File: config.mk
export PLATFORM = sky130hd
export DESIGN_NAME = tuner_synth_i2c
export DESIGN_NICKNAME = d
export VERILOG_FILES = /design/src/rtl/synth_i2c_pkg.sv /design/src/rtl/i2c_line_mon.sv /design/src/rtl/i2c_tgt_engine.sv /design/src/rtl/synth_reg_file.sv /design/src/rtl/tuner_synth_i2c.sv
export SDC_FILE = /design/constraint.sdc
export NUM_CORES = 1
export LEC_CHECK = 0
export BUFFER_PORTS_ARGS = -buffer_cell sky130_fd_sc_hd__clkbuf_2
export CAP_MARGIN = 20
export CORE_UTILIZATION = 57
export DETAILED_ROUTE_END_ITERATION = 7
export PLACE_DENSITY = 0.83
export SETUP_SLACK_MARGIN = 0.02
export SLEW_MARGIN = 15
export SYNTH_ARGS = -nofsm -noshare
export SYNTH_HDL_FRONTEND = slang
export SYNTH_SLANG_ARGS = --single-unit
File: constraint.sdc
create_clock -name clk_i -period 2.9 [get_ports clk_i]
set_input_delay 0.145 -clock clk_i [delete_from_list [all_inputs] [get_ports clk_i]]
set_output_delay 0.145 -clock clk_i [all_outputs]
set_load 0.05 [all_outputs]
File: src/rtl/synth_i2c_pkg.sv
package synth_i2c_pkg;
  typedef enum logic [2:0] {
    ST_IDLE,
    ST_ADDR,
    ST_ADDR_ACK,
    ST_WR,
    ST_WR_ACK,
    ST_RD,
    ST_RD_ACK
  } tgt_state_e;

  localparam int BYTE_W   = 8;
  localparam int CP_W     = 2;
  localparam int REF_W    = 3;
  localparam int TM_W     = 3;
  localparam int CP_HI    = 6;
  localparam int REF_HI   = 4;
  localparam int TM_HI    = 7;
  localparam int PORT_BIT = 0;
  localparam int KIND_BIT = 7;
endpackage

File: src/rtl/i2c_line_mon.sv
module i2c_line_mon #(
  parameter int SYNC_STAGES = 2
) (
  input  logic clk_i,
  input  logic rst_ni,
  input  logic scl_i,
  input  logic sda_i,
  output logic scl_o,
  output logic sda_o,
  output logic scl_rise_o,
  output logic scl_fall_o,
  output logic start_o,
  output logic stop_o
);
  localparam int LAST = SYNC_STAGES - 1;

  logic [LAST:0] scl_sh, sda_sh;
  logic          scl_q, sda_q;

  always_ff @(posedge clk_i or negedge rst_ni) begin
    if (!rst_ni) begin
      scl_sh <= '1;
      sda_sh <= '1;
      scl_q  <= 1'b1;
      sda_q  <= 1'b1;
    end else begin
      scl_sh <= {scl_sh[LAST-1:0], scl_i};
      sda_sh <= {sda_sh[LAST-1:0], sda_i};
      scl_q  <= scl_sh[LAST];
      sda_q  <= sda_sh[LAST];
    end
  end

  assign scl_o      = scl_sh[LAST];
  assign sda_o      = sda_sh[LAST];
  assign scl_rise_o = scl_o & ~scl_q;
  assign scl_fall_o = ~scl_o & scl_q;
  // data line moves while clock stays high
  assign start_o    = scl_o & scl_q & sda_q & ~sda_o;
  assign stop_o     = scl_o & scl_q & ~sda_q & sda_o;
endmodule

File: src/rtl/i2c_tgt_engine.sv
module i2c_tgt_engine
  import synth_i2c_pkg::*;
#(
  parameter int ADDR_W = 7,
  parameter int SEL_W  = 2,
  parameter logic [ADDR_W-SEL_W-1:0] ADDR_PREFIX = 5'b11000
) (
  input  logic                  clk_i,
  input  logic                  rst_ni,
  input  logic                  scl_i,
  input  logic                  sda_i,
  input  logic                  scl_rise_i,
  input  logic                  scl_fall_i,
  input  logic                  start_i,
  input  logic                  stop_i,
  input  logic [SEL_W-1:0]      addr_sel_i,
  input  logic                  lock_i,
  output logic                  sda_oe_o,
  output logic                  wr_valid_o,
  output logic [BYTE_W-1:0]     wr_byte_o
);
  localparam int CNT_W = $clog2(BYTE_W + 1);
  localparam logic [CNT_W-1:0] FULL = CNT_W'(BYTE_W);
  localparam logic [CNT_W-1:0] LAST = CNT_W'(BYTE_W - 1);

  tgt_state_e          state_q;
  logic [CNT_W-1:0]    cnt_q;
  logic [BYTE_W-1:0]   sh_q;
  logic                oe_q, rd_txn_q, por_q, ack_ok_q;
  logic [BYTE_W-1:0]   status;
  logic                addr_hit;

  assign status   = {por_q, lock_i, {(BYTE_W-2){1'b0}}};
  assign addr_hit = (sh_q[BYTE_W-1:1] == {ADDR_PREFIX, addr_sel_i});

  always_ff @(posedge clk_i or negedge rst_ni) begin
    if (!rst_ni) begin
      state_q  <= ST_IDLE;
      cnt_q    <= '0;
      sh_q     <= '0;
      oe_q     <= 1'b0;
      rd_txn_q <= 1'b0;
      por_q    <= 1'b1;
      ack_ok_q <= 1'b0;
    end else if (start_i) begin
      state_q  <= ST_ADDR;
      cnt_q    <= '0;
      oe_q     <= 1'b0;
      rd_txn_q <= 1'b0;
    end else if (stop_i) begin
      state_q  <= ST_IDLE;
      oe_q     <= 1'b0;
      rd_txn_q <= 1'b0;
      if (rd_txn_q) por_q <= 1'b0;
    end else begin
      unique case (state_q)
        ST_ADDR, ST_WR: begin
          if (scl_rise_i && cnt_q != FULL) begin
            sh_q  <= {sh_q[BYTE_W-2:0], sda_i};
            cnt_q <= cnt_q + 1'b1;
          end
          if (scl_fall_i && cnt_q == FULL) begin
            if (state_q == ST_WR) begin
              state_q <= ST_WR_ACK;
              oe_q    <= 1'b1;
            end else if (addr_hit) begin
              state_q  <= ST_ADDR_ACK;
              oe_q     <= 1'b1;
              rd_txn_q <= sh_q[0];
            end else begin
              state_q <= ST_IDLE;
            end
          end
        end
        ST_ADDR_ACK: begin
          if (scl_fall_i) begin
            cnt_q <= '0;
            if (rd_txn_q) begin
              state_q <= ST_RD;
              sh_q    <= status;
              oe_q    <= ~status[BYTE_W-1];
            end else begin
              state_q <= ST_WR;
              oe_q    <= 1'b0;
            end
          end
        end
        ST_WR_ACK: begin
          if (scl_fall_i) begin
            state_q <= ST_WR;
            oe_q    <= 1'b0;
            cnt_q   <= '0;
          end
        end
        ST_RD: begin
          if (scl_fall_i) begin
            if (cnt_q == LAST) begin
              state_q <= ST_RD_ACK;
              oe_q    <= 1'b0;
            end else begin
              cnt_q <= cnt_q + 1'b1;
              sh_q  <= {sh_q[BYTE_W-2:0], 1'b0};
              oe_q  <= ~sh_q[BYTE_W-2];
            end
          end
        end
        ST_RD_ACK: begin
          if (scl_rise_i) ack_ok_q <= ~sda_i;
          if (scl_fall_i) begin
            if (ack_ok_q) begin
              state_q <= ST_RD;
              cnt_q   <= '0;
              sh_q    <= status;
              oe_q    <= ~status[BYTE_W-1];
            end else begin
              state_q <= ST_IDLE;
            end
          end
        end
        default: ;
      endcase
    end
  end

  assign sda_oe_o   = oe_q;
  assign wr_valid_o = (state_q == ST_WR) && scl_rise_i && (cnt_q == LAST);
  assign wr_byte_o  = {sh_q[BYTE_W-2:0], sda_i};

  // acknowledge slot follows every complete data byte
  a_r2_ack_data: assert property (@(posedge clk_i) disable iff (!rst_ni)
    (state_q == ST_WR && scl_fall_i && cnt_q == FULL && !start_i && !stop_i)
      |=> (sda_oe_o && state_q == ST_WR_ACK));

  // data line is only moved while the bus clock is low
  a_r8_hold_sda_scl_high: assert property (@(posedge clk_i) disable iff (!rst_ni)
    (scl_i && !start_i && !stop_i) |=> $stable(sda_oe_o));

  // missing controller acknowledge releases the line
  a_r9_release_on_nack: assert property (@(posedge clk_i) disable iff (!rst_ni)
    (state_q == ST_RD_ACK && scl_fall_i && !ack_ok_q && !start_i && !stop_i)
      |=> (state_q == ST_IDLE && !sda_oe_o));

  // power-on flag is only ever cleared, and a read STOP clears it
  a_r10_por_never_sets: assert property (@(posedge clk_i) disable iff (!rst_ni)
    !$rose(por_q));
  a_r10_por_clear_read_stop: assert property (@(posedge clk_i) disable iff (!rst_ni)
    (stop_i && !start_i && rd_txn_q) |=> !por_q);
endmodule

File: src/rtl/synth_reg_file.sv
module synth_reg_file
  import synth_i2c_pkg::*;
#(
  parameter int DIV_W = 15
) (
  input  logic              clk_i,
  input  logic              rst_ni,
  input  logic              start_i,
  input  logic              stop_i,
  input  logic              wr_valid_i,
  input  logic [BYTE_W-1:0] wr_byte_i,
  output logic [DIV_W-1:0]  div_word_o,
  output logic [REF_W-1:0]  ref_sel_o,
  output logic [CP_W-1:0]   cp_cur_o,
  output logic [TM_W-1:0]   test_mode_o,
  output logic              port_o
);
  localparam int LO_W = BYTE_W;
  localparam int HI_W = DIV_W - LO_W;

  logic            second_q, ctl_q, pend_q;
  logic [HI_W-1:0] hi_q;
  logic            unused_bits;

  assign unused_bits = ^{wr_byte_i[1:0], wr_byte_i[4:1]};

  always_ff @(posedge clk_i or negedge rst_ni) begin
    if (!rst_ni) begin
      second_q    <= 1'b0;
      ctl_q       <= 1'b0;
      pend_q      <= 1'b0;
      hi_q        <= '0;
      div_word_o  <= '0;
      ref_sel_o   <= '0;
      cp_cur_o    <= '0;
      test_mode_o <= '0;
      port_o      <= 1'b0;
    end else begin
      if (start_i) second_q <= 1'b0;
      if (wr_valid_i) begin
        if (!second_q) begin
          second_q <= 1'b1;
          ctl_q    <= wr_byte_i[KIND_BIT];
          if (wr_byte_i[KIND_BIT]) begin
            cp_cur_o  <= wr_byte_i[CP_HI -: CP_W];
            ref_sel_o <= wr_byte_i[REF_HI -: REF_W];
          end else begin
            hi_q   <= wr_byte_i[HI_W-1:0];
            pend_q <= 1'b1;
          end
        end else begin
          second_q <= 1'b0;
          if (ctl_q) begin
            test_mode_o <= wr_byte_i[TM_HI -: TM_W];
            port_o      <= wr_byte_i[PORT_BIT];
          end else begin
            div_word_o <= {hi_q, wr_byte_i};
            pend_q     <= 1'b0;
          end
        end
      end
      // lone high byte is committed at STOP
      if (stop_i && pend_q) begin
        div_word_o <= {hi_q, div_word_o[LO_W-1:0]};
        pend_q     <= 1'b0;
      end
    end
  end

  // divider output frozen while the high byte waits
  a_r3_div_frozen: assert property (@(posedge clk_i) disable iff (!rst_ni)
    (pend_q && !wr_valid_i && !stop_i) |=> $stable(div_word_o));

  // STOP always drains the held high byte
  a_r6_stop_commits: assert property (@(posedge clk_i) disable iff (!rst_ni)
    (stop_i && pend_q) |=> !pend_q);

  // each accepted byte advances the group position
  a_r5_pair_advance: assert property (@(posedge clk_i) disable iff (!rst_ni)
    (wr_valid_i && !start_i) |=> (second_q != $past(second_q)));
endmodule

File: src/rtl/tuner_synth_i2c.sv
module tuner_synth_i2c
  import synth_i2c_pkg::*;
#(
  parameter int DIV_W       = 15,
  parameter int SYNC_STAGES = 2
) (
  input  logic             clk_i,
  input  logic             rst_ni,
  input  logic             scl_i,
  input  logic             sda_i,
  output logic             sda_oe_o,
  input  logic [1:0]       addr_sel_i,
  input  logic             lock_i,
  output logic [DIV_W-1:0] div_word_o,
  output logic [REF_W-1:0] ref_sel_o,
  output logic [CP_W-1:0]  cp_cur_o,
  output logic [TM_W-1:0]  test_mode_o,
  output logic             port_o
);
  logic scl_s, sda_s, scl_rise, scl_fall, start_c, stop_c;
  logic wr_valid;
  logic [BYTE_W-1:0] wr_byte;

  i2c_line_mon #(.SYNC_STAGES(SYNC_STAGES)) u_line (
    .clk_i      (clk_i),
    .rst_ni     (rst_ni),
    .scl_i      (scl_i),
    .sda_i      (sda_i),
    .scl_o      (scl_s),
    .sda_o      (sda_s),
    .scl_rise_o (scl_rise),
    .scl_fall_o (scl_fall),
    .start_o    (start_c),
    .stop_o     (stop_c)
  );

  i2c_tgt_engine u_eng (
    .clk_i      (clk_i),
    .rst_ni     (rst_ni),
    .scl_i      (scl_s),
    .sda_i      (sda_s),
    .scl_rise_i (scl_rise),
    .scl_fall_i (scl_fall),
    .start_i    (start_c),
    .stop_i     (stop_c),
    .addr_sel_i (addr_sel_i),
    .lock_i     (lock_i),
    .sda_oe_o   (sda_oe_o),
    .wr_valid_o (wr_valid),
    .wr_byte_o  (wr_byte)
  );

  synth_reg_file #(.DIV_W(DIV_W)) u_regs (
    .clk_i       (clk_i),
    .rst_ni      (rst_ni),
    .start_i     (start_c),
    .stop_i      (stop_c),
    .wr_valid_i  (wr_valid),
    .wr_byte_i   (wr_byte),
    .div_word_o  (div_word_o),
    .ref_sel_o   (ref_sel_o),
    .cp_cur_o    (cp_cur_o),
    .test_mode_o (test_mode_o),
    .port_o      (port_o)
  );
endmodule

==> insert_results.sql, run 1 <==
INSERT INTO impl_metrics (metric_group, metric, value, unit) VALUES
('worst_setup_path', 'critical_path.endpoint_type', 'flip-flop', ''),
('global_route', 'grt.met1_usage', '34.38', '%'),
('die', 'fp.dieH', '70.70', 'um'),
('die', 'floorplan.die_area', '4998', 'sq um'),
('hold_path', 'worst_hold_class', 'primary input to flip-flop', ''),
('detailed_routing', 'finalWirelength', '5.495', 'mm'),
('clock_tree', 'clkSinkCount', '59', ''),
('placement', 'routabilityCongestion', '0.9295', ''),
('yosys', 'synth.avg_cell_area', '11.75', 'sq um'),
('global_route', 'globalRouteMet3Util', '7.265', '%'),
('final_layout', 'seqCellArea', '1485', 'sq um'),
('clock_tree', 'clock_slew_at_reported_path_ffs', '60', 'ps'),
('yosys', 'synth.yosys.seq_area_share', '55.21', '%'),
('sta', 'rsz_0062_raised_after_global_routing', 'no', ''),
('placement', 'dp_hpwl', '3.721', 'mm'),
('sta', 'setup_viol', '0', ''),
('final_layout', 'area_growth_syn_to_layout', '15.81', '%'),
('yosys', 'synth.largest_area_cell', 'dfrtp_1', ''),
('pwr', 'leakagePower', '1.507', 'nW'),
('detailed_routing', 'avgRoutedWirePerCell', '16.80', 'um'),
('clock_tree', 'cts_tree', 'done', ''),
('worst_setup_path', 'worstReg2RegStart', 'u_line.scl_sh[1]', ''),
('worst_setup_path', 'crit_path_end', 'u_regs.div_word_o[14]', ''),
('die', 'starting_density_of_the_core', '60.53', '%'),
('clock_tree', 'cts_max_path_buffers', '2', ''),
('yosys', 'synth_cell_types', '51', ''),
('worst_setup_path', 'worst_ep_arrival_time', '2710', 'ps'),
('worst_setup_path', 'worstPathRequired', '3120', 'ps'),
('global_route', 'antenna_found_initial', '0', ''),
('sta', 'timing_worst_slew_pin_value', '947.2', 'ps'),
('yosys', 'async_reset_ff_share', '100.0', '%'),
('yosys', 'synth_edf_count', '0', ''),
('clock_tree', 'later_pin_clock_latency_in_the_skew_report', '340', 'ps'),
('clock_tree', 'htree_num_levels', '3', ''),
('sta', 'period_share', '85.75', '%'),
('yosys', 'postSynthCellCount', '229', ''),
('final_layout', 'final_core_utilization', '70.10', '%'),
('global_route', 'gr-usage-met2', '37.93', '%'),
('sta', 'max_freq', '0.4021', 'GHz'),
('final_layout', 'multi_input_combinational_cell_area', '1104', 'sq um'),
('clock_tree', 'cts_root_buf', 'clkbuf_8', ''),
('global_route', 'first_global_vias', '1854', ''),
('global_route', 'grt.busiest_layer', 'met2', ''),
('detailed_routing', 'route.detailed.vias_per_inst', '6.003', ''),
('yosys', 'flip_flop_and_latch_count_after_synthesis', '59', ''),
('final_layout', 'insertedDiodeCount', '0', ''),
('final_layout', 'layout.nets', '279', ''),
('detailed_routing', 'route.vias.total', '1963', ''),
('yosys', 'yosysWarningCount', '0', ''),
('sta', 'fin_tns_setup', '0', 'ps'),
('worst_setup_path', 'r2r_setup_slack', '410', 'ps'),
('sta', 'hold_viol_final', '0', ''),
('worst_setup_path', 'timing.critical_path.from', 'u_line.scl_sh[1]', ''),
('placement', 'dp_slack', '417.8', 'ps'),
('detailed_routing', 'drt_pass1_iterations', '7', ''),
('final_layout', 'final.fill_count', '334', ''),
('global_route', 'pin_count_of_the_biggest_net_entering_global_routing', '40', ''),
('clock_tree', 'post-cts-setup-buffer-count', '0', ''),
('yosys', 'ys_dominant_reg_cell', 'dfrtp_1', ''),
('die', 'floorplan.io_pins', '32', ''),
('worst_setup_path', 'cp_max_fo', '12', ''),
('placement', 'placement.cell_area', '2888', 'sq um'),
('worst_setup_path', 'worst-r2r-cell-count', '5', ''),
('clock_tree', 'cts_resized', '0', ''),
('sta', 'finalMaxSlewViolations', '0', ''),
('final_layout', 'layout-drive-gt1-share', '34.55', '%'),
('die', 'std_cell_rows', '24', ''),
('global_route', 'grt_first_pass_wirelength', '9.266', 'mm'),
('clock_tree', 'cts_hold_buffers_added', '3', ''),
('sta', 'finalClockSkew', '10.10', 'ps'),
('run_status', 'status', 'complete, no violations', '');
[critical path, stage by stage (launching register included)]
cell,delay (ps)
dfstp_2,610
or3b_1,380
or4_1,580
nor3b_2,240
a21o_2,210
mux2_2,360
[through the flow]
| step | cells | total power [mW] |
|---|---|---|
| after global routing | 327 | 2.054 |
| final | 327 | 1.954 |
| after CTS | 326 | 1.961 |
| after global placement | 307 | 1.247 |
| after floorplan | 229 | 1.160 |
| after detailed placement | 307 | 1.261 |
[cell usage in the layout, fill, tap and decap left out, drive strengths merged, types with 3 or more instances in the layout]
cell,synthesis,layout
dfrtp,52,52
clkbuf,8,44
mux2,31,31
nand2,21,21
o21ai,17,17
a21oi,9,9
nor2,8,8
buf,4,8
inv,7,7
nand3,7,7
dfstp,7,7
nor3,4,4
nand3b,3,3
nor2b,3,3
nand4,3,3
mux2i,3,3
dlygate4sd3,0,3
[cells by family after synthesis]
family / count (synthesis) / synth area share [%]
buf+inv: 19 / 3.768
mux: 34 / 14.09
flops: 59 / 55.21
xor+xnor: 3 / 0.9769
compound gates: 46 / 10.79
simple gates: 65 / 13.86
fa+ha+maj: 3 / 1.302
[per-layer routing]
metal | vias up | share of wire (%)
met2 | 55 | 47
li1 | 913 | -
met4 | 0 | 2.3
met5 | - | 0
met1 | 985 | 45
met3 | 10 | 5.4
[Yosys cell counts (2+ instances only)]
| cell | count |
|---|---|
| dfrtp_1 | 52 |
| xnor2_1 | 2 |
| nor2b_1 | 3 |
| o21ai_0 | 17 |
| nand2_1 | 21 |
| a21oi_1 | 9 |
| dfstp_2 | 7 |
| o211ai_1 | 2 |
| nand4_1 | 3 |
| mux2_2 | 31 |
| nand4b_1 | 2 |
| buf_6 | 4 |
| nor3_1 | 3 |
| a31oi_1 | 2 |
| and3b_1 | 2 |
| clkbuf_1 | 8 |
| nand3_1 | 7 |
| nor2_1 | 8 |
| and4b_1 | 2 |
| nand3b_1 | 3 |
| o31ai_1 | 2 |
| ha_1 | 2 |
| mux2i_1 | 3 |
| inv_1 | 7 |
[final cells by class]
class / instances / share of cell area, %
clock inverters: 3 / 0.6827
inverters: 7 / 0.8434
flip-flops and latches: 59 / 47.67
repair buffers: 42 / 7.871
clock buffers: 13 / 5.422
multi-input cells: 151 / 35.42
well taps: 52 / 2.088
[state kept, by name (all words and copies together), names as in the netlist]
register and flops:
u_line.sda_q 1, u_regs.second_q 1, u_eng.sh_q 8, u_eng.cnt_q 4, u_eng.sda_oe_o 1, u_eng.state_q 3, u_regs.pend_q 1, u_line.scl_sh 2
u_line.scl_q 1, u_regs.ctl_q 1, u_regs.test_mode_o 3, u_regs.port_o 1, u_regs.cp_cur_o 2, u_line.sda_sh 2, u_eng.ack_ok_q 1, u_regs.hi_q 7
u_eng.rd_txn_q 1, u_eng.por_q 1, u_regs.ref_sel_o 3, u_regs.div_word_o 15
[report_power, final]
part,leakage [nW],switching [mW],internal [mW]
clock,0.0956,0.315,0.380
combinational,0.624,0.133,0.102
sequential,0.787,0.123,0.900
total,1.51,0.572,1.38
[worst min-delay path by stage]
stage / from / to / slack (ps) / depth (start not counted)
after floorplan: rst_ni / u_eng.ack_ok_q / -150 / 0
after CTS: lock_i / u_eng.sh_q[6] / 100 / 3
final: lock_i / u_eng.sh_q[6] / 110 / 3
after global placement: sda_i / u_line.sda_sh[0] / 230 / 1
after detailed placement: sda_i / u_line.sda_sh[0] / 230 / 1
after global routing: lock_i / u_eng.sh_q[6] / 140 / 3
Note: power is estimated with default switching activity, not from simulation.
==> inputs of run 2 (changes only) <==
- PLACE_DENSITY: 0.83 -> unset
- PLACE_DENSITY_LB_ADDON: unset -> 0.25
==> run 2 against run 1 <==
Effect of this change: core utilization grew 0.62 points; combinational power is essentially flat; hold slack gained 20 ps; largest power group unchanged.
==> insert_results.sql, run 2 (synthesized netlist as in run 1, its figures left out) <==
INSERT INTO impl_metrics (metric_group, metric, value, unit) VALUES
('global_route', 'first_global_vias', '1925', ''),
('run', 'maxCapViolations', '0', ''),
('global_route', 'globalRouteMet3Util', '8.120', '%'),
('worst_setup_path', 'worstReg2RegStart', 'u_line.scl_sh[1]', ''),
('clock_tree', 'post-cts-setup-buffer-count', '0', ''),
('clock_tree', 'cts_tree', 'done', ''),
('detailed_routing', 'antenna_left', '0', ''),
('worst_setup_path', 'r2r_setup_slack', '370', 'ps'),
('worst_setup_path', 'worstPathCellList', 'or3b_1, or4_1, nor3b_2, buf_4, mux2_2', ''),
('final_layout', 'layout-drive-gt1-share', '34.43', '%'),
('final_layout', 'largest_register_ff_count', '15', ''),
('global_route', 'grt.busiest_layer', 'met2', ''),
('final_layout', 'reg_top3', 'u_regs.div_word_o x15, u_eng.sh_q x8, u_regs.hi_q x7', ''),
('pwr', 'pwr_density_cell', '669.5', 'nW/um^2'),
('worst_setup_path', 'critical_path.endpoint_type', 'flip-flop', ''),
('detailed_routing', 'dr.first_iter.drc_count', '208', ''),
('detailed_routing', 'drt_pass1_iterations', '4', ''),
('placement', 'placement.cell_area', '2888', 'sq um'),
('worst_setup_path', 'worstPathRequired', '3120', 'ps'),
('hold_path', 'min_delay_path_depth', '3', ''),
('hold_path', 'hold_path_end', 'u_eng.sh_q[6]', ''),
('worst_setup_path', 'critPathMaxStageDelay', '630', 'ps'),
('final_layout', 'final_cell_mix', '52 x dfrtp_1, 31 x mux2_2, 31 x clkbuf_2', ''),
('placement', 'routabilityCongestion', '0.9111', ''),
('worst_setup_path', 'cp_max_fo', '12', ''),
('sta', 'finalMaxSlewViolations', '0', ''),
('pwr', 'power.ir.vdd_worst', '0.5949', 'mV'),
('sta', 'post-route-min-period', '2532', 'ps'),
('placement', 'port_buffers', '31', ''),
('die', 'std_cell_rows', '24', ''),
('die', 'floorplan.io_pins', '32', ''),
('die', 'starting_density_of_the_core', '60.53', '%'),
('worst_setup_path', 'setup.worst_path.start_class', 'flip-flop', ''),
('die', 'fp.dieH', '70.70', 'um'),
('detailed_routing', 'route.vias.total', '1937', ''),
('detailed_routing', 'route.detailed.vias_per_inst', '5.960', ''),
('final_layout', 'insertedDiodeCount', '0', ''),
('final_layout', 'final_cell_count_no_fill', '325', ''),
('global_route', 'grt_first_pass_wirelength', '9.860', 'mm'),
('final_layout', 'seqCellArea', '1485', 'sq um'),
('global_route', 'grt_use_total', '26.40', '%'),
('global_route', 'globalRouteOverflowTotal', '0', ''),
('die', 'floorplan.die_area', '4998', 'sq um'),
('detailed_routing', 'route.detailed.drc', '0', ''),
('clock_tree', 'cts_max_path_buffers', '2', ''),
('sta', 'timing_worst_slew_pin_value', '574.6', 'ps'),
('clock_tree', 'cts_hold_buffers_added', '3', ''),
('worst_setup_path', 'worstReg2RegEnd', 'u_regs.div_word_o[4]', ''),
('clock_tree', 'clkSinkCount', '59', ''),
('sta', 'rsz_0062_raised_after_global_routing', 'no', ''),
('clock_tree', 'later_pin_clock_latency_in_the_skew_report', '340', 'ps'),
('worst_setup_path', 'worst-r2r-cell-count', '5', ''),
('pwr', 'leakagePower', '1.522', 'nW'),
('final_layout', 'layout.nets', '278', ''),
('final_layout', 'mostFrequentLayoutCell', 'dfrtp_1', ''),
('global_route', 'grt.met1_usage', '36.88', '%'),
('final_layout', 'largest_register', 'u_regs.div_word_o', ''),
('die', 'core_region_area', '4444', 'sq um'),
('final_layout', 'finalInstanceArea', '3143', 'sq um'),
('hold_path', 'worst_hold_class', 'primary input to flip-flop', ''),
('sta', 'fin_tns_setup', '0', 'ps'),
('clock_tree', 'cts_inserted_buffers', '9', ''),
('sta', 'setup_viol', '0', ''),
('sta', 'max_freq', '0.3949', 'GHz'),
('final_layout', 'multi_input_combinational_cell_area', '1104', 'sq um'),
('run_status', 'status', 'complete, no violations', ''),
('sta', 'finalClockSkew', '7.043', 'ps'),
('clock_tree', 'htree_num_levels', '3', ''),
('clock_tree', 'cts_resized', '0', ''),
('global_route', 'pin_count_of_the_biggest_net_entering_global_routing', '38', ''),
('global_route', 'gr-usage-met2', '39.64', '%'),
('pwr', 'fin_total_pwr', '2.104', 'mW'),
('final_layout', 'area_growth_syn_to_layout', '16.84', '%'),
('worst_setup_path', 'worst_ep_arrival_time', '2750', 'ps'),
('detailed_routing', 'avgRoutedWirePerCell', '17.93', 'um'),
('placement', 'placedCellCount', '307', ''),
('final_layout', 'final.fill_count', '321', ''),
('placement', 'dp_hpwl', '3.762', 'mm'),
('sta', 'period_share', '87.32', '%'),
('worst_setup_path', 'critical_path.slowest_cell', 'dfstp_2', ''),
('sta', 'final_layout_worst_hold_slack', '127.0', 'ps'),
('clock_tree', 'clock_slew_at_reported_path_ffs', '60', 'ps'),
('sta', 'hold_viol_final', '0', ''),
('sta', 'maxSlewHeadroom', '61.69', '%'),
('detailed_routing', 'finalWirelength', '5.827', 'mm'),
('hold_path', 'worstHoldStart', 'lock_i', ''),
('die', 'overall_die_width', '70.70', 'um'),
('worst_setup_path', 'timing.setup.critical_path_class', 'flip-flop to flip-flop', ''),
('global_route', 'antenna_found_initial', '0', ''),
('clock_tree', 'cts_root_buf', 'clkbuf_8', '');
## run 2: cell count changes in the layout (fill, tap and decap cells not counted)
cell,delta
bufinv_16,+2
clkinvlp_4,-1
clkbuf_8,-1
buf_4,-1
clkbuf_1,-1
## run 2: worst max-delay path, delay by kind of cell (launching register included)
family,cells,cell delay [ps]
buffers and inverters,1,230
AND/OR/NAND/NOR,3,1200
flip-flops,1,630
multiplexers,1,360
## run 2: worst max path at each step
stage	startpoint	endpoint	slack (ps)	depth (start not counted)
3_5_place_dp	u_line.scl_sh[1]	u_regs.div_word_o[9]	390	5
5_1_grt	u_line.scl_sh[1]	u_regs.div_word_o[4]	300	5
4_1_cts	u_line.scl_sh[1]	u_regs.div_word_o[4]	370	5
2_1_floorplan	u_line.scl_sh[1]	u_regs.div_word_o[10]	520	8
3_3_place_gp	u_line.scl_sh[1]	u_regs.div_word_o[10]	470	5
6_report	u_line.scl_sh[1]	u_regs.div_word_o[4]	370	5
## run 2: through the flow
step / utilization [%] / worst slack [ps]
6_report: 70.72 / 367.6
5_1_grt: 70.72 / 303.4
4_1_cts: 70.72 / 374.9
3_5_place_dp: 64.98 / 391.1
3_3_place_gp: 64.98 / 467.7
2_1_floorplan: - / 519.7
## run 2: layout make-up
cell class              instances  share of cell area, %
clock buffers                  11                  4.817
clock inverters                 4                  2.349
inverters                       7                 0.8360
multi-input cells             151                  35.11
flip-flops and latches         59                  47.25
well taps                      52                  2.070
repair buffers                 41                  7.564
## run 2: metal layers
metal | vias up | routed length [um]
li1 | 911 | -
met1 | 947 | 2719
met2 | 71 | 2707
met3 | 8 | 320
met4 | 0 | 79
met5 | - | 0
## run 2: power breakdown
part | leakage, nW | total (mW) | switching (mW) | internal, mW
Sequential | 0.787 | 1.02 | 0.120 | 0.900
Combinational | 0.619 | 0.238 | 0.136 | 0.101
Clock | 0.115 | 0.846 | 0.321 | 0.526
Total | 1.52 | 2.10 | 0.577 | 1.53
==> inputs of run 3 (changes only) <==
- CORE_UTILIZATION: 57 -> 60
- clock period: 2.9 -> 3 ns (I/O delays scaled with it)
==> run 3 against run 2 <==
Effect of this change: critical path depth unchanged; die area down 4.9%; combinational power down 12%; highest routed layer unchanged.
==> insert_results.sql, run 3 (synthesized netlist as in run 1, its figures left out) <==
INSERT INTO impl_metrics (metric_group, metric, value, unit) VALUES
('sta', 'fin_tns_setup', '0', 'ps'),
('worst_setup_path', 'worstPathRequired', '3220', 'ps'),
('placement', 'placedCellCount', '303', ''),
('global_route', 'first_global_vias', '1667', ''),
('sta', 'finalClockSkew', '8.358', 'ps'),
('worst_setup_path', 'critical_path.endpoint_type', 'flip-flop', ''),
('final_layout', 'reg_top3', 'u_regs.div_word_o x15, u_eng.sh_q x8, u_regs.hi_q x7', ''),
('clock_tree', 'cts_inserted_buffers', '9', ''),
('clock_tree', 'cts_max_path_buffers', '2', ''),
('pwr', 'power_frac_comb', '10.9', '%'),
('sta', 'setup_viol', '0', ''),
('global_route', 'gr-usage-met2', '33.98', '%'),
('worst_setup_path', 'critical_path_depth', '5', ''),
('detailed_routing', 'drt_pass1_iterations', '4', ''),
('clock_tree', 'htree_num_levels', '3', ''),
('sta', 'maxSlewHeadroom', '67.23', '%'),
('final_layout', 'final.fill_count', '280', ''),
('run_status', 'status', 'complete, no violations', ''),
('placement', 'port_buffers', '31', ''),
('global_route', 'grt_first_pass_wirelength', '8.148', 'mm'),
('detailed_routing', 'avgRoutedWirePerCell', '16.03', 'um'),
('worst_setup_path', 'critPathMaxStageDelay', '610', 'ps'),
('die', 'starting_density_of_the_core', '64.92', '%'),
('pwr', 'fin_total_pwr', '1.937', 'mW'),
('pwr', 'clock_power_share', '37.8', '%'),
('placement', 'dp_hpwl', '3.546', 'mm'),
('sta', 'finalMaxSlewViolations', '0', ''),
('worst_setup_path', 'crit_family', 'simple AND/OR/NAND/NOR gates', ''),
('placement', 'routabilityCongestion', '0.9265', ''),
('placement', 'placement.cell_area', '2870', 'sq um'),
('global_route', 'globalRouteMet3Util', '6.908', '%'),
('die', 'fp.dieH', '68.96', 'um'),
('final_layout', 'final_cell_mix', '52 x dfrtp_1, 31 x mux2_2, 31 x clkbuf_2', ''),
('hold_path', 'worst_hold_class', 'primary input to flip-flop', ''),
('global_route', 'grt.busiest_layer', 'met1', ''),
('worst_setup_path', 'worst-r2r-cell-count', '5', ''),
('final_layout', 'largest_register_ff_count', '15', ''),
('pwr', 'internal_power', '1.391', 'mW'),
('pwr', 'power.ir.vdd_worst', '0.5020', 'mV'),
('final_layout', 'layout-drive-gt1-share', '34.07', '%'),
('worst_setup_path', 'cp_max_fo', '12', ''),
('sta', 'post-route-min-period', '2461', 'ps'),
('global_route', 'grt_use_total', '24.84', '%'),
('die', 'overall_die_width', '68.96', 'um'),
('worst_setup_path', 'count_of_buffer_and_inverter_cells_on_the_critical_path', '1', ''),
('pwr', 'pwr-share-seq', '51.4', '%'),
('pwr', 'leakagePower', '1.508', 'nW'),
('final_layout', 'final_cell_count_no_fill', '323', ''),
('hold_path', 'min_delay_path_depth', '3', ''),
('pwr', 'p_switching', '0.5454', 'mW'),
('die', 'floorplan.die_area', '4755', 'sq um'),
('detailed_routing', 'route.vias.total', '1914', ''),
('sta', 'timing_worst_slew_pin_value', '484.7', 'ps'),
('run', 'maxCapViolations', '0', ''),
('clock_tree', 'cts_tree', 'done', ''),
('detailed_routing', 'finalWirelength', '5.179', 'mm'),
('worst_setup_path', 'worstPathCellList', 'or3b_1, or4_1, nor3b_2, buf_4, mux2_2', ''),
('worst_setup_path', 'critical_path.slowest_cell', 'dfstp_2', ''),
('final_layout', 'layout.nets', '277', ''),
('detailed_routing', 'dr.first_iter.drc_count', '151', ''),
('detailed_routing', 'antenna_left', '0', ''),
('die', 'std_cell_rows', '23', ''),
('final_layout', 'mostFrequentLayoutCell', 'dfrtp_1', ''),
('final_layout', 'area_growth_syn_to_layout', '15.67', '%'),
('sta', 'period_share', '82.02', '%'),
('clock_tree', 'later_pin_clock_latency_in_the_skew_report', '340', 'ps'),
('global_route', 'pin_count_of_the_biggest_net_entering_global_routing', '40', ''),
('sta', 'rsz_0062_raised_after_global_routing', 'no', ''),
('clock_tree', 'clkSinkCount', '59', ''),
('final_layout', 'final_core_utilization', '75.09', '%'),
('pwr', 'sw_share', '28.16', '%'),
('final_layout', 'finalInstanceArea', '3112', 'sq um'),
('global_route', 'grt.met1_usage', '36.24', '%'),
('final_layout', 'insertedDiodeCount', '0', ''),
('clock_tree', 'clock_slew_at_reported_path_ffs', '70', 'ps'),
('sta', 'hold_viol_final', '0', ''),
('die', 'floorplan.io_pins', '32', ''),
('detailed_routing', 'route.detailed.drc', '0', ''),
('global_route', 'antenna_found_initial', '0', ''),
('worst_setup_path', 'timing.setup.critical_path_class', 'flip-flop to flip-flop', ''),
('worst_setup_path', 'worst_ep_arrival_time', '2680', 'ps'),
('sta', 'max_freq', '0.4064', 'GHz'),
('clock_tree', 'cts_root_buf', 'clkbuf_8', ''),
('final_layout', 'largest_register', 'u_regs.div_word_o', ''),
('global_route', 'globalRouteOverflowTotal', '0', ''),
('detailed_routing', 'route.detailed.vias_per_inst', '5.926', ''),
('worst_setup_path', 'setup.worst_path.start_class', 'flip-flop', ''),
('pwr', 'pwr_density_cell', '622.4', 'nW/um^2'),
('die', 'core_region_area', '4144', 'sq um');
## run 3: changes by cell type in the layout (fill, tap and decap cells not counted)
cell / change
buf_4: -2
bufinv_16: -1
clkbuf_1: +1
clkbuf_4: +1
clkinv_2: +1
## run 3: layout make-up
class	instances	area, sq um	area share (%)
flip-flops and latches	59	1485	47.73
multi-input cells	151	1104	35.46
repair buffers	40	230.2	7.398
clock buffers	12	155.1	4.986
well taps	50	62.56	2.010
clock inverters	4	48.80	1.568
inverters	7	26.28	0.8444
## run 3: worst paths after layout
check | from | endpoint | slack, ps
setup / recovery | u_line.scl_sh[1] | u_regs.div_word_o[5] | 540
hold / removal | lock_i | u_eng.sh_q[6] | 120
setup reg to reg | u_line.scl_sh[1] | u_regs.div_word_o[5] | 540
hold reg to reg | u_line.sda_sh[0] | u_line.sda_sh[1] | 360
max in group asynchronous | rst_ni | u_line.scl_q | 1820
min in group asynchronous | rst_ni | u_eng.state_q[0] | 310
## run 3: timing repair
item                                   CTS  global route
setup buffers                            0             0
resized for setup                        0             0
endpoints found under the hold margin   17             0
hold buffers                             3             0
## run 3: metrics by stage
step / hold WS, ps / setup slack (ps)
2_1_floorplan: -145.6 / 619.7
3_3_place_gp: 140.5 / 575.1
3_5_place_dp: 145.2 / 538.6
4_1_cts: 109.0 / 539.7
5_1_grt: 182.8 / 434.0
6_report: 116.7 / 539.4
## run 3: tightest hold or removal path: cells and delay by family
kind / cells / cell delay (ps)
AOI/OAI and AO/OA: 1 / 130
buffers and inverters: 1 / 80
muxes: 1 / 50
## run 3: power groups by stage
stage                     combinational [mW]  sequential [mW]  clock, mW
after floorplan                        0.169            0.952          0
after global placement                 0.198             1.01          0
after detailed placement               0.205             1.01          0
after CTS                              0.209            0.994      0.741
after global routing                   0.245             1.01      0.776
final                                  0.210            0.995      0.731
## run 3: layer usage
layer / vias up / part of all wire, %
met5: - / 0
met4: 0 / 2.2
met1: 919 / 49
met2: 71 / 42
li1: 913 / -
met3: 11 / 6.8
